===== config.mk =====
export PLATFORM = sky130hd
export DESIGN_NAME = sdma_in_engine
export DESIGN_NICKNAME = d
export VERILOG_FILES = /design/src/rtl/sdma_in_pkg.sv /design/src/rtl/sdma_in_byteio.sv /design/src/rtl/sdma_in_irq.sv /design/src/rtl/sdma_in_engine.sv
export SDC_FILE = /design/constraint.sdc
export NUM_CORES = 1
export LEC_CHECK = 0
export BUFFER_PORTS_ARGS = -buffer_cell sky130_fd_sc_hd__buf_2
export CAP_MARGIN = 20
export CORE_UTILIZATION = 45
export DETAILED_ROUTE_END_ITERATION = 8
export GPL_ROUTABILITY_DRIVEN = 0
export PLACE_DENSITY = 0.8
export REMOVE_ABC_BUFFERS = 1
export SETUP_SLACK_MARGIN = 0.15
export SKIP_CTS_REPAIR_TIMING = 1
export SLEW_MARGIN = 20
export SYNTH_ARGS = -nofsm -noshare
export SYNTH_HDL_FRONTEND = slang
export SYNTH_SLANG_ARGS = --single-unit

===== constraint.sdc =====
create_clock -name clk -period 2.37 [get_ports clk]
set_input_delay 0.1185 -clock clk [delete_from_list [all_inputs] [get_ports clk]]
set_output_delay 0.1185 -clock clk [all_outputs]
set_load 0.02 [all_outputs]

===== src/rtl/sdma_in_pkg.sv =====
package sdma_in_pkg;

    localparam int unsigned WORD_W     = 32;
    localparam int unsigned DESC_WORDS = 4;
    localparam int unsigned INTR_W     = 4;

    // word offsets inside one descriptor
    localparam int unsigned OFS_NEXT  = 0;
    localparam int unsigned OFS_BUF   = 1;
    localparam int unsigned OFS_AFTER = 2;
    localparam int unsigned OFS_FLAGS = 3;

    // flag bit positions
    localparam int unsigned FLG_EOL   = 0;
    localparam int unsigned FLG_INTR  = 1;
    localparam int unsigned FLG_INEOP = 2;

    localparam logic [WORD_W-1:0] CTX_DISABLED = WORD_W'(1);

    typedef enum logic [2:0] {
        ST_IDLE,
        ST_FETCH,
        ST_RECV,
        ST_CLOSE,
        ST_WB,
        ST_CTX
    } state_e;

    typedef struct packed {
        logic [WORD_W-1:0] next;
        logic [WORD_W-1:0] buf_ptr;
        logic [WORD_W-1:0] after;
        logic [WORD_W-1:0] flags;
    } desc_t;

    // interrupt bits produced by one descriptor close
    function automatic logic [INTR_W-1:0] close_bits(input logic want_intr,
                                                     input logic by_eop);
        return {by_eop, 1'b0, want_intr, want_intr};
    endfunction

endpackage


===== src/rtl/sdma_in_byteio.sv =====
module sdma_in_byteio #(
    parameter int unsigned AW = 16
) (
    input  logic          clk,
    input  logic          rst,
    input  logic          load,
    input  logic [AW-1:0] load_val,
    input  logic          en,
    input  logic [AW-1:0] limit,
    input  logic          s_valid,
    input  logic [7:0]    s_data,
    input  logic          s_eop,
    output logic          s_ready,
    output logic          wr_en,
    output logic [AW-1:0] wr_addr,
    output logic [7:0]    wr_data,
    output logic          close_now,
    output logic          close_eop,
    output logic [AW-1:0] ptr
);

    logic          accept;
    logic [AW-1:0] ptr_inc;

    assign accept    = s_valid && en;
    assign ptr_inc   = ptr + AW'(1);
    assign s_ready   = en;
    assign wr_en     = accept;
    assign wr_addr   = ptr;
    assign wr_data   = s_data;
    assign close_now = accept && ((ptr_inc == limit) || s_eop);
    assign close_eop = s_eop;

    always_ff @(posedge clk) begin
        if (rst)
            ptr <= '0;
        else if (load)
            ptr <= load_val;
        else if (accept)
            ptr <= ptr_inc;
    end

endmodule


===== src/rtl/sdma_in_irq.sv =====
module sdma_in_irq
    import sdma_in_pkg::*;
(
    input  logic              fire,
    input  logic              want_intr,
    input  logic              by_eop,
    input  logic [INTR_W-1:0] raw_intr,
    output logic              irq_set,
    output logic [INTR_W-1:0] irq_bits
);

    assign irq_bits = close_bits(want_intr, by_eop);
    assign irq_set  = fire && ((raw_intr | irq_bits) != raw_intr);

endmodule


===== src/rtl/sdma_in_engine.sv =====
module sdma_in_engine
    import sdma_in_pkg::*;
#(
    parameter int unsigned AW = 16
) (
    input  logic              clk,
    input  logic              rst,
    input  logic              start,
    input  logic [AW-1:0]     first_desc,
    input  logic [AW-1:0]     ctx_addr,
    input  logic              s_valid,
    input  logic [7:0]        s_data,
    input  logic              s_eop,
    output logic              s_ready,
    output logic              wr_en,
    output logic [AW-1:0]     wr_addr,
    output logic [7:0]        wr_data,
    output logic              dsc_en,
    output logic              dsc_we,
    output logic [AW-1:0]     dsc_addr,
    output logic [WORD_W-1:0] dsc_wdata,
    input  logic [WORD_W-1:0] dsc_rdata,
    input  logic [INTR_W-1:0] raw_intr,
    output logic              irq_set,
    output logic [INTR_W-1:0] irq_bits,
    output logic              eol_flag,
    output logic              busy
);

    localparam int unsigned CW = $clog2(DESC_WORDS + 1);

    state_e        state;
    logic [CW-1:0] cnt;
    logic [AW-1:0] cur;
    desc_t         dsc;
    logic          eop_hit;

    logic          ptr_load;
    logic          close_now;
    logic          close_eop;
    logic [AW-1:0] ptr;
    logic          fetch_done;

    assign fetch_done = (state == ST_FETCH) && (cnt == CW'(DESC_WORDS));
    assign ptr_load   = fetch_done;
    assign busy       = (state != ST_IDLE);

    sdma_in_byteio #(.AW(AW)) u_byteio (
        .clk       (clk),
        .rst       (rst),
        .load      (ptr_load),
        .load_val  (dsc.buf_ptr[AW-1:0]),
        .en        ((state == ST_RECV) && !eol_flag),
        .limit     (dsc.after[AW-1:0]),
        .s_valid   (s_valid),
        .s_data    (s_data),
        .s_eop     (s_eop),
        .s_ready   (s_ready),
        .wr_en     (wr_en),
        .wr_addr   (wr_addr),
        .wr_data   (wr_data),
        .close_now (close_now),
        .close_eop (close_eop),
        .ptr       (ptr)
    );

    sdma_in_irq u_irq (
        .fire      (state == ST_CLOSE),
        .want_intr (dsc.flags[FLG_INTR]),
        .by_eop    (eop_hit),
        .raw_intr  (raw_intr),
        .irq_set   (irq_set),
        .irq_bits  (irq_bits)
    );

    // descriptor port drive
    always_comb begin
        dsc_en    = 1'b0;
        dsc_we    = 1'b0;
        dsc_addr  = cur;
        dsc_wdata = '0;
        unique case (state)
            ST_FETCH: begin
                dsc_en   = (cnt < CW'(DESC_WORDS));
                dsc_addr = cur + AW'(cnt);
            end
            ST_WB: begin
                dsc_en    = 1'b1;
                dsc_we    = 1'b1;
                dsc_addr  = (cnt == '0) ? cur + AW'(OFS_AFTER) : cur + AW'(OFS_FLAGS);
                dsc_wdata = (cnt == '0) ? dsc.after : dsc.flags;
            end
            ST_CTX: begin
                dsc_en    = 1'b1;
                dsc_we    = 1'b1;
                dsc_addr  = ctx_addr;
                dsc_wdata = CTX_DISABLED;
            end
            default: ;
        endcase
    end

    always_ff @(posedge clk) begin
        if (rst) begin
            state    <= ST_IDLE;
            cnt      <= '0;
            cur      <= '0;
            dsc      <= '0;
            eop_hit  <= 1'b0;
            eol_flag <= 1'b0;
        end else begin
            unique case (state)
                ST_IDLE: begin
                    if (start) begin
                        cur      <= first_desc;
                        cnt      <= '0;
                        eol_flag <= 1'b0;
                        state    <= ST_FETCH;
                    end
                end
                ST_FETCH: begin
                    cnt <= cnt + CW'(1);
                    if (cnt != '0) begin
                        unique case (cnt - CW'(1))
                            CW'(OFS_NEXT):  dsc.next    <= dsc_rdata;
                            CW'(OFS_BUF):   dsc.buf_ptr <= dsc_rdata;
                            CW'(OFS_AFTER): dsc.after   <= dsc_rdata;
                            default:        dsc.flags   <= dsc_rdata;
                        endcase
                    end
                    if (fetch_done) begin
                        eop_hit <= 1'b0;
                        state   <= (dsc.buf_ptr[AW-1:0] == dsc.after[AW-1:0])
                                   ? ST_CLOSE : ST_RECV;
                    end
                end
                ST_RECV: begin
                    if (close_now) begin
                        eop_hit <= close_eop;
                        state   <= ST_CLOSE;
                    end
                end
                ST_CLOSE: begin
                    dsc.after <= WORD_W'(ptr);
                    if (eop_hit)
                        dsc.flags[FLG_INEOP] <= 1'b1;
                    cnt   <= '0;
                    state <= ST_WB;
                end
                ST_WB: begin
                    cnt <= cnt + CW'(1);
                    if (cnt != '0) begin
                        cnt <= '0;
                        if (dsc.flags[FLG_EOL]) begin
                            state <= ST_CTX;
                        end else begin
                            cur   <= dsc.next[AW-1:0];
                            state <= ST_FETCH;
                        end
                    end
                end
                ST_CTX: begin
                    eol_flag <= 1'b1;
                    state    <= ST_IDLE;
                end
                default: state <= ST_IDLE;
            endcase
        end
    end

endmodule


# Yosys cells after proc, flatten, opt, wreduce, memory -nomap -nowiden
# Cells that the tools add are included.
# Widths: inputs -> output; s select.
dict set report op_classes {
  addsub 6
  multipliers 0
  div_mod_pow 0
  magnitude_cmp 1
  eq_ne 20
  n_shift 0
  mux 33
  bitwise 2
  reduce_logical 30
}
# op count
set ops {}
lappend ops {{$pmux 32 s2} 2}
lappend ops {{$mux 16} 6}
lappend ops {{$mux 32} 3}
lappend ops {{$mux 64} 1}
lappend ops {{$pmux 16 s3} 1}
lappend ops {{$add 16x2->16 const B} 2}
lappend ops {{$eq 16x16->1} 2}
lappend ops {{$pmux 16 s2} 1}
lappend ops {{$mux 3} 7}
lappend ops {{$add 16x1->16 const B} 1}
lappend ops {{$add 16x3->16} 1}
lappend ops {{$pmux 3 s5} 1}
lappend ops {{$reduce_and 3->1} 5}
lappend ops {{$ne 2x2->1 const B} 7}
lappend ops {{$pmux 3 s4} 1}
lappend ops {{$reduce_and 4->1} 3}
lappend ops {{$reduce_bool 2->1} 5}
lappend ops {{$eq 3x2->1 const B} 3}
lappend ops {{$eq 3x3->1 const B} 3}
lappend ops {{$logic_not 3->1} 3}
lappend ops {{$pmux 1 s2} 4}
lappend ops {{$eq 3x1->1 const B} 2}
lappend ops {{$mux 1} 6}
lappend ops {{$reduce_bool 3->1} 2}
lappend ops {{14 further kinds} 20}
dict set report word_totals {
  register_bits 168
  latchBits 0
  ram_bits 0
  rom_bits 0
  input_bits 81
  output_inout_bits 83
  wordCells 103
  n_memories 0
}

# Depth between registers and ports, before layout
dict set report logic_depth {
  depth_word 6
  ltp_mapped 11
}

# By module
# A second synthesis with hierarchy kept.
dict set report hier_totals {
  hier_cells 1125
  area_unflattened_um2 8455.6
}
# module instances cells_per_inst area_per_inst_um2
set by_module_without_submodules {}
lappend by_module_without_submodules {sdma_in_engine 1 908 6839.1}
lappend by_module_without_submodules {sdma_in_byteio 1 209 1561.5}
lappend by_module_without_submodules {sdma_in_irq 1 8 55.1}

# Least setup slack after synthesis
# Ideal clock, no wire load.
dict set report synth_timing {
  kind {register to output}
  from {reg cnt[1]}
  to {out dsc_addr[8]}
  arrival_ns 2.427
  t_required_ns 2.251
  path_slack_ns -0.175
  path_stages_with_launch 8
  path_buffers 1
  path_cell_list {dfxtp_1 inv_1 ha_1 nand2b_1 clkbuf_1 a2111oi_2 nand4_1 o311ai_0}
}
dict set report synth_via {
  elab_chain_cells 3
}
# element line
set synth_rtl {}
lappend synth_rtl {{start: declaration} sdma_in_engine.sv:33} ;# logic [CW-1:0] cnt;
lappend synth_rtl {{start signal: assignment} sdma_in_engine.sv:122} ;# cnt <= cnt + CW'(1);
lappend synth_rtl {{start signal: assignment} sdma_in_engine.sv:151} ;# cnt <= cnt + CW'(1);
lappend synth_rtl {{branches (longest 2 deep; another with $add 16x3->16)} --}
lappend synth_rtl {{$pmux 16 s3 (*)} sdma_in_engine.sv:82} ;# unique case (state)
lappend synth_rtl {{end: declaration} sdma_in_engine.sv:20} ;# output logic [AW-1:0] dsc_addr,
# Mark *: on every way between the ends.

# Worst setup path after layout
dict set report layout_timing {
  from {reg cnt[0]}
  to {out dsc_addr[10]}
}
# The elaborated chain is that of the path after synthesis.

==> impl_results.rst <==
.. list-table::
   :header-rows: 1

   * - Metric
     - Value
   * - Outcome
     - finished with violations
   * - Failing checks
     - negative hold slack, negative setup slack
   * - Clock sinks
     - 136
   * - Clock-pin slew reported for the worst setup and hold paths after clock tree synthesis
     - 0.06 ns
   * - Largest fanout on the critical path
     - 5
   * - IR Drop Worst-Case VDD
     - 0.595 mV
   * - Vias in the first global route
     - 8357
   * - Buffer type at the clock tree root
     - sky130_fd_sc_hd__clkbuf_16
   * - Number of standard-cell rows in the floorplan
     - 48
   * - Number of maximum-capacitance constraint violations
     - 0
   * - Async set-reset flop share out of synthesis
     - 0%
   * - Port Buffer Count
     - 145
   * - Area share of the largest cell type after synthesis
     - 33.4%
   * - Via density per instance
     - 6.46
   * - Net count of the finished layout
     - 1429
   * - Dpl hpwl
     - 18.3 mm
   * - Hold_sp
     - dsc_rdata[0]
   * - Aggregate routed wire length
     - 32.8 mm
   * - Cells after DPL
     - 1470
   * - Hold violation count in the final report
     - 7
   * - Total Negative Setup Slacks
     - -2.14 ns
   * - Count of pins over their slew limit
     - 0
   * - Worst reg2reg path startpoint
     - cnt[0]$_SDFFE_PP0P_
   * - Maximum clock rate
     - 0.384 GHz
   * - Worst Max-Slew Pin Slew
     - 0.685 ns
   * - Number of cells on the worst reg-to-reg path
     - 12
   * - Destination of the worst hold path
     - dsc[0]$_SDFFE_PP0P_
   * - Slowest Stage Delay on Critical Path
     - 0.38 ns
   * - Detail Route Antenna Nets
     - 0
   * - First-pass GRT wire length
     - 41.1 mm
   * - Die outline width
     - 137 um
   * - Main flop type after synthesis
     - sky130_fd_sc_hd__dfxtp_1
   * - Avg Synthesized Cell Area
     - 7.30 sq um
   * - Final setup fails
     - 15
   * - Most frequent cell on the critical path
     - sky130_fd_sc_hd__buf_4
   * - Placeable Area
     - 17500 sq um
   * - Total track usage
     - 28.3%
   * - Worst slack on hold paths
     - -0.0209 ns
   * - Yosys Warn Count
     - 0
   * - Most repeated cell in the gate-level netlist after synthesis
     - sky130_fd_sc_hd__nand2_1
   * - Unrepaired setup endpoints after global routing
     - yes
   * - IO Count
     - 164
   * - Leakage dissipation
     - 4.71 nW
   * - Largest area contributor in the netlist
     - sky130_fd_sc_hd__dfxtp_1
   * - Synthesis-to-finish area growth
     - 43.6%
   * - Fill count
     - 1248
   * - Maximum number of pins on one net before global-route repair
     - 57
   * - Clock network latency to the later pin of the worst-skew pair
     - 0.43 ns
   * - Critical path data required time
     - 2.25 ns
   * - DIE HEIGHT
     - 137 um
   * - Routed vias
     - 10100
   * - DR pass1 iterations
     - 6
   * - Cell depth of the worst min-delay path
     - 3
   * - Cell area reported after detailed placement
     - 9430 sq um
   * - Worst relative slew slack
     - 54.2%
   * - Fin worst setup slack
     - -0.232 ns
   * - Nature of the critical path startpoint
     - register
   * - Number of antenna cells inserted
     - 0
   * - Total power density per cell area
     - 547 nW/um^2
   * - Crit path DAT
     - 2.48 ns
   * - Final instance area
     - 11700 sq um
   * - Number of design-rule violations left by the first detailed-router iteration
     - 1203
   * - Crit path capture type
     - output pin
   * - Number of enable flip-flop cells after synthesis
     - 0
   * - Setup slack at placement
     - 0.0114 ns
   * - DIE AREA
     - 18700 sq um
   * - Number of synthesized register bits
     - 136
   * - Register-to-register setup slack
     - 0.09 ns
   * - Cell breakdown of the critical path
     - inv_4, ha_4, nor3b_2, a2111oi_4, buf_4, nand4_1, buf_6, nor2_1, o221a_2, o221ai_2, buf_4
   * - Overflow left after global routing
     - 0
   * - Post-layout util
     - 67.0%
   * - Number of design rule violations left after detail routing
     - 0
   * - Count of non-filler cells in the finished layout
     - 1571
   * - CTS Buf Count
     - 17
   * - Period utilisation layout
     - 110%
   * - Initial antenna violation count
     - 1
   * - Worst Setup Path Type
     - register to output pin
   * - Proportion of synthesized chip area in sequential cells
     - 33.4%
   * - Number of distinct library cell variants in the gate-level netlist after synthesis
     - 67
   * - Number of buffers on the longest clock path
     - 2
   * - Share of layout cells above drive strength 1
     - 33.1%
   * - Final worst clock skew
     - 0.0121 ns
   * - Starting density of the core
     - 46.6%
   * - Cell count after synthesis
     - 1117
   * - R2R Path End
     - cur[5]$_SDFFE_PP0P_
   * - Post-route minimum period
     - 2.60 ns
   * - Routed length per placed instance
     - 20.9 um
   * - Most frequent cells after synthesis
     - 218 x sky130_fd_sc_hd__nand2_1, 136 x sky130_fd_sc_hd__dfxtp_1, 129 x sky130_fd_sc_hd__nor2_1
   * - Area contributors post-synth
     - sky130_fd_sc_hd__dfxtp_1 33%, sky130_fd_sc_hd__nand2_1 10%, sky130_fd_sc_hd__a21oi_1 6.3%
   * - Class of the tightest hold or removal check
     - primary input to register
   * - Cell at the slowest stage of the critical path
     - sky130_fd_sc_hd__dfxtp_4
   * - Mapped cell area
     - 8150 sq um
   * - Htree depth
     - 4
   * - Total power
     - 6.41 mW
   * - Clock tree from TritonCTS
     - done
cells by family after synthesis:
group / Yosys count / share of synthesized area (%)
AO/OA/AOI/OAI: 255 / 20.7
XOR/XNOR: 49 / 5.26
adder cells (fa/ha/maj): 14 / 2.24
buffers and inverters: 123 / 6.77
flip-flops: 136 / 33.4
multiplexers: 33 / 4.05
other: 1 / 0.0460
AND/OR/NAND/NOR: 506 / 27.5
registers in the layout (all words and copies together) (netlist names):
register and cells:
dsc 96, cur 16, u_byteio.ptr 16, cnt 3, state 3, eol_flag 1, eop_hit 1
cell usage in the layout, fill, tap and decap left out, types with 16 or more instances in the layout:
master and count:
sky130_fd_sc_hd__nor2_1 118, sky130_fd_sc_hd__nand2_4 16, sky130_fd_sc_hd__mux2i_1 33, sky130_fd_sc_hd__xnor2_1 30
sky130_fd_sc_hd__a311oi_1 30, sky130_fd_sc_hd__dfxtp_1 124, sky130_fd_sc_hd__o21ai_0 26, sky130_fd_sc_hd__buf_6 36
sky130_fd_sc_hd__a21oi_1 75, sky130_fd_sc_hd__buf_4 120, sky130_fd_sc_hd__nand4_1 17, sky130_fd_sc_hd__buf_2 106
sky130_fd_sc_hd__xor2_1 17, sky130_fd_sc_hd__a21oi_2 22, sky130_fd_sc_hd__nand3_1 71, sky130_fd_sc_hd__dlygate4sd3_1 28
sky130_fd_sc_hd__nand2_1 193, sky130_fd_sc_hd__clkbuf_16 24
worst max path at each step:
stage | from | to | cells past startpoint
finish | cnt[0]$_SDFFE_PP0P_ | dsc_addr[10] | 11
global route | cnt[0]$_SDFFE_PP0P_ | dsc_addr[10] | 11
detailed placement | u_byteio.ptr[0]$_SDFFE_PP0P_ | state[0]$_SDFFE_PP0P_ | 7
CTS | cnt[0]$_SDFFE_PP0P_ | dsc_addr[2] | 10
global placement | u_byteio.ptr[0]$_SDFFE_PP0P_ | eop_hit$_SDFFE_PP0P_ | 7
floorplan | cnt[1]$_SDFFE_PP0P_ | dsc[0]$_SDFFE_PP0P_ | 8
power breakdown:
| part | switching [mW] | internal [mW] | total, mW |
|---|---|---|---|
| clock | 1.05 | 1.60 | 2.65 |
| combinational | 0.761 | 0.594 | 1.35 |
| sequential | 0.0599 | 2.34 | 2.40 |
worst max-delay path: cells and delay by family (launching register included):
kind	cells	cell delay, ns
buffers and inverters	4	0.56
AND/OR/NAND/NOR	3	0.39
flip-flops	1	0.38
adder cells (fa/ha/maj)	1	0.17
AO/OA/AOI/OAI	3	0.55
final cells by class:
class                      count  area [sq um]  area share, %
clock buffer                  20           457           3.90
clock inverter                11           125           1.07
inverter                      15          66.3          0.566
multi-input combinational    858          5560           47.5
sequential                   136          2750           23.4
tap                          225           282           2.40
timing repair buffer         306          2470           21.1
layer usage:
metal  GRT usage [%]  vias to the layer above  share of wire (%)
li1                -                     4371                  -
met1            35.4                     4745                 37
met2            44.3                      794                 45
met3            7.81                      229                 12
met4            14.4                        2                6.2
met5               0                        -              0.034
(Power assumes the default switching activity.)
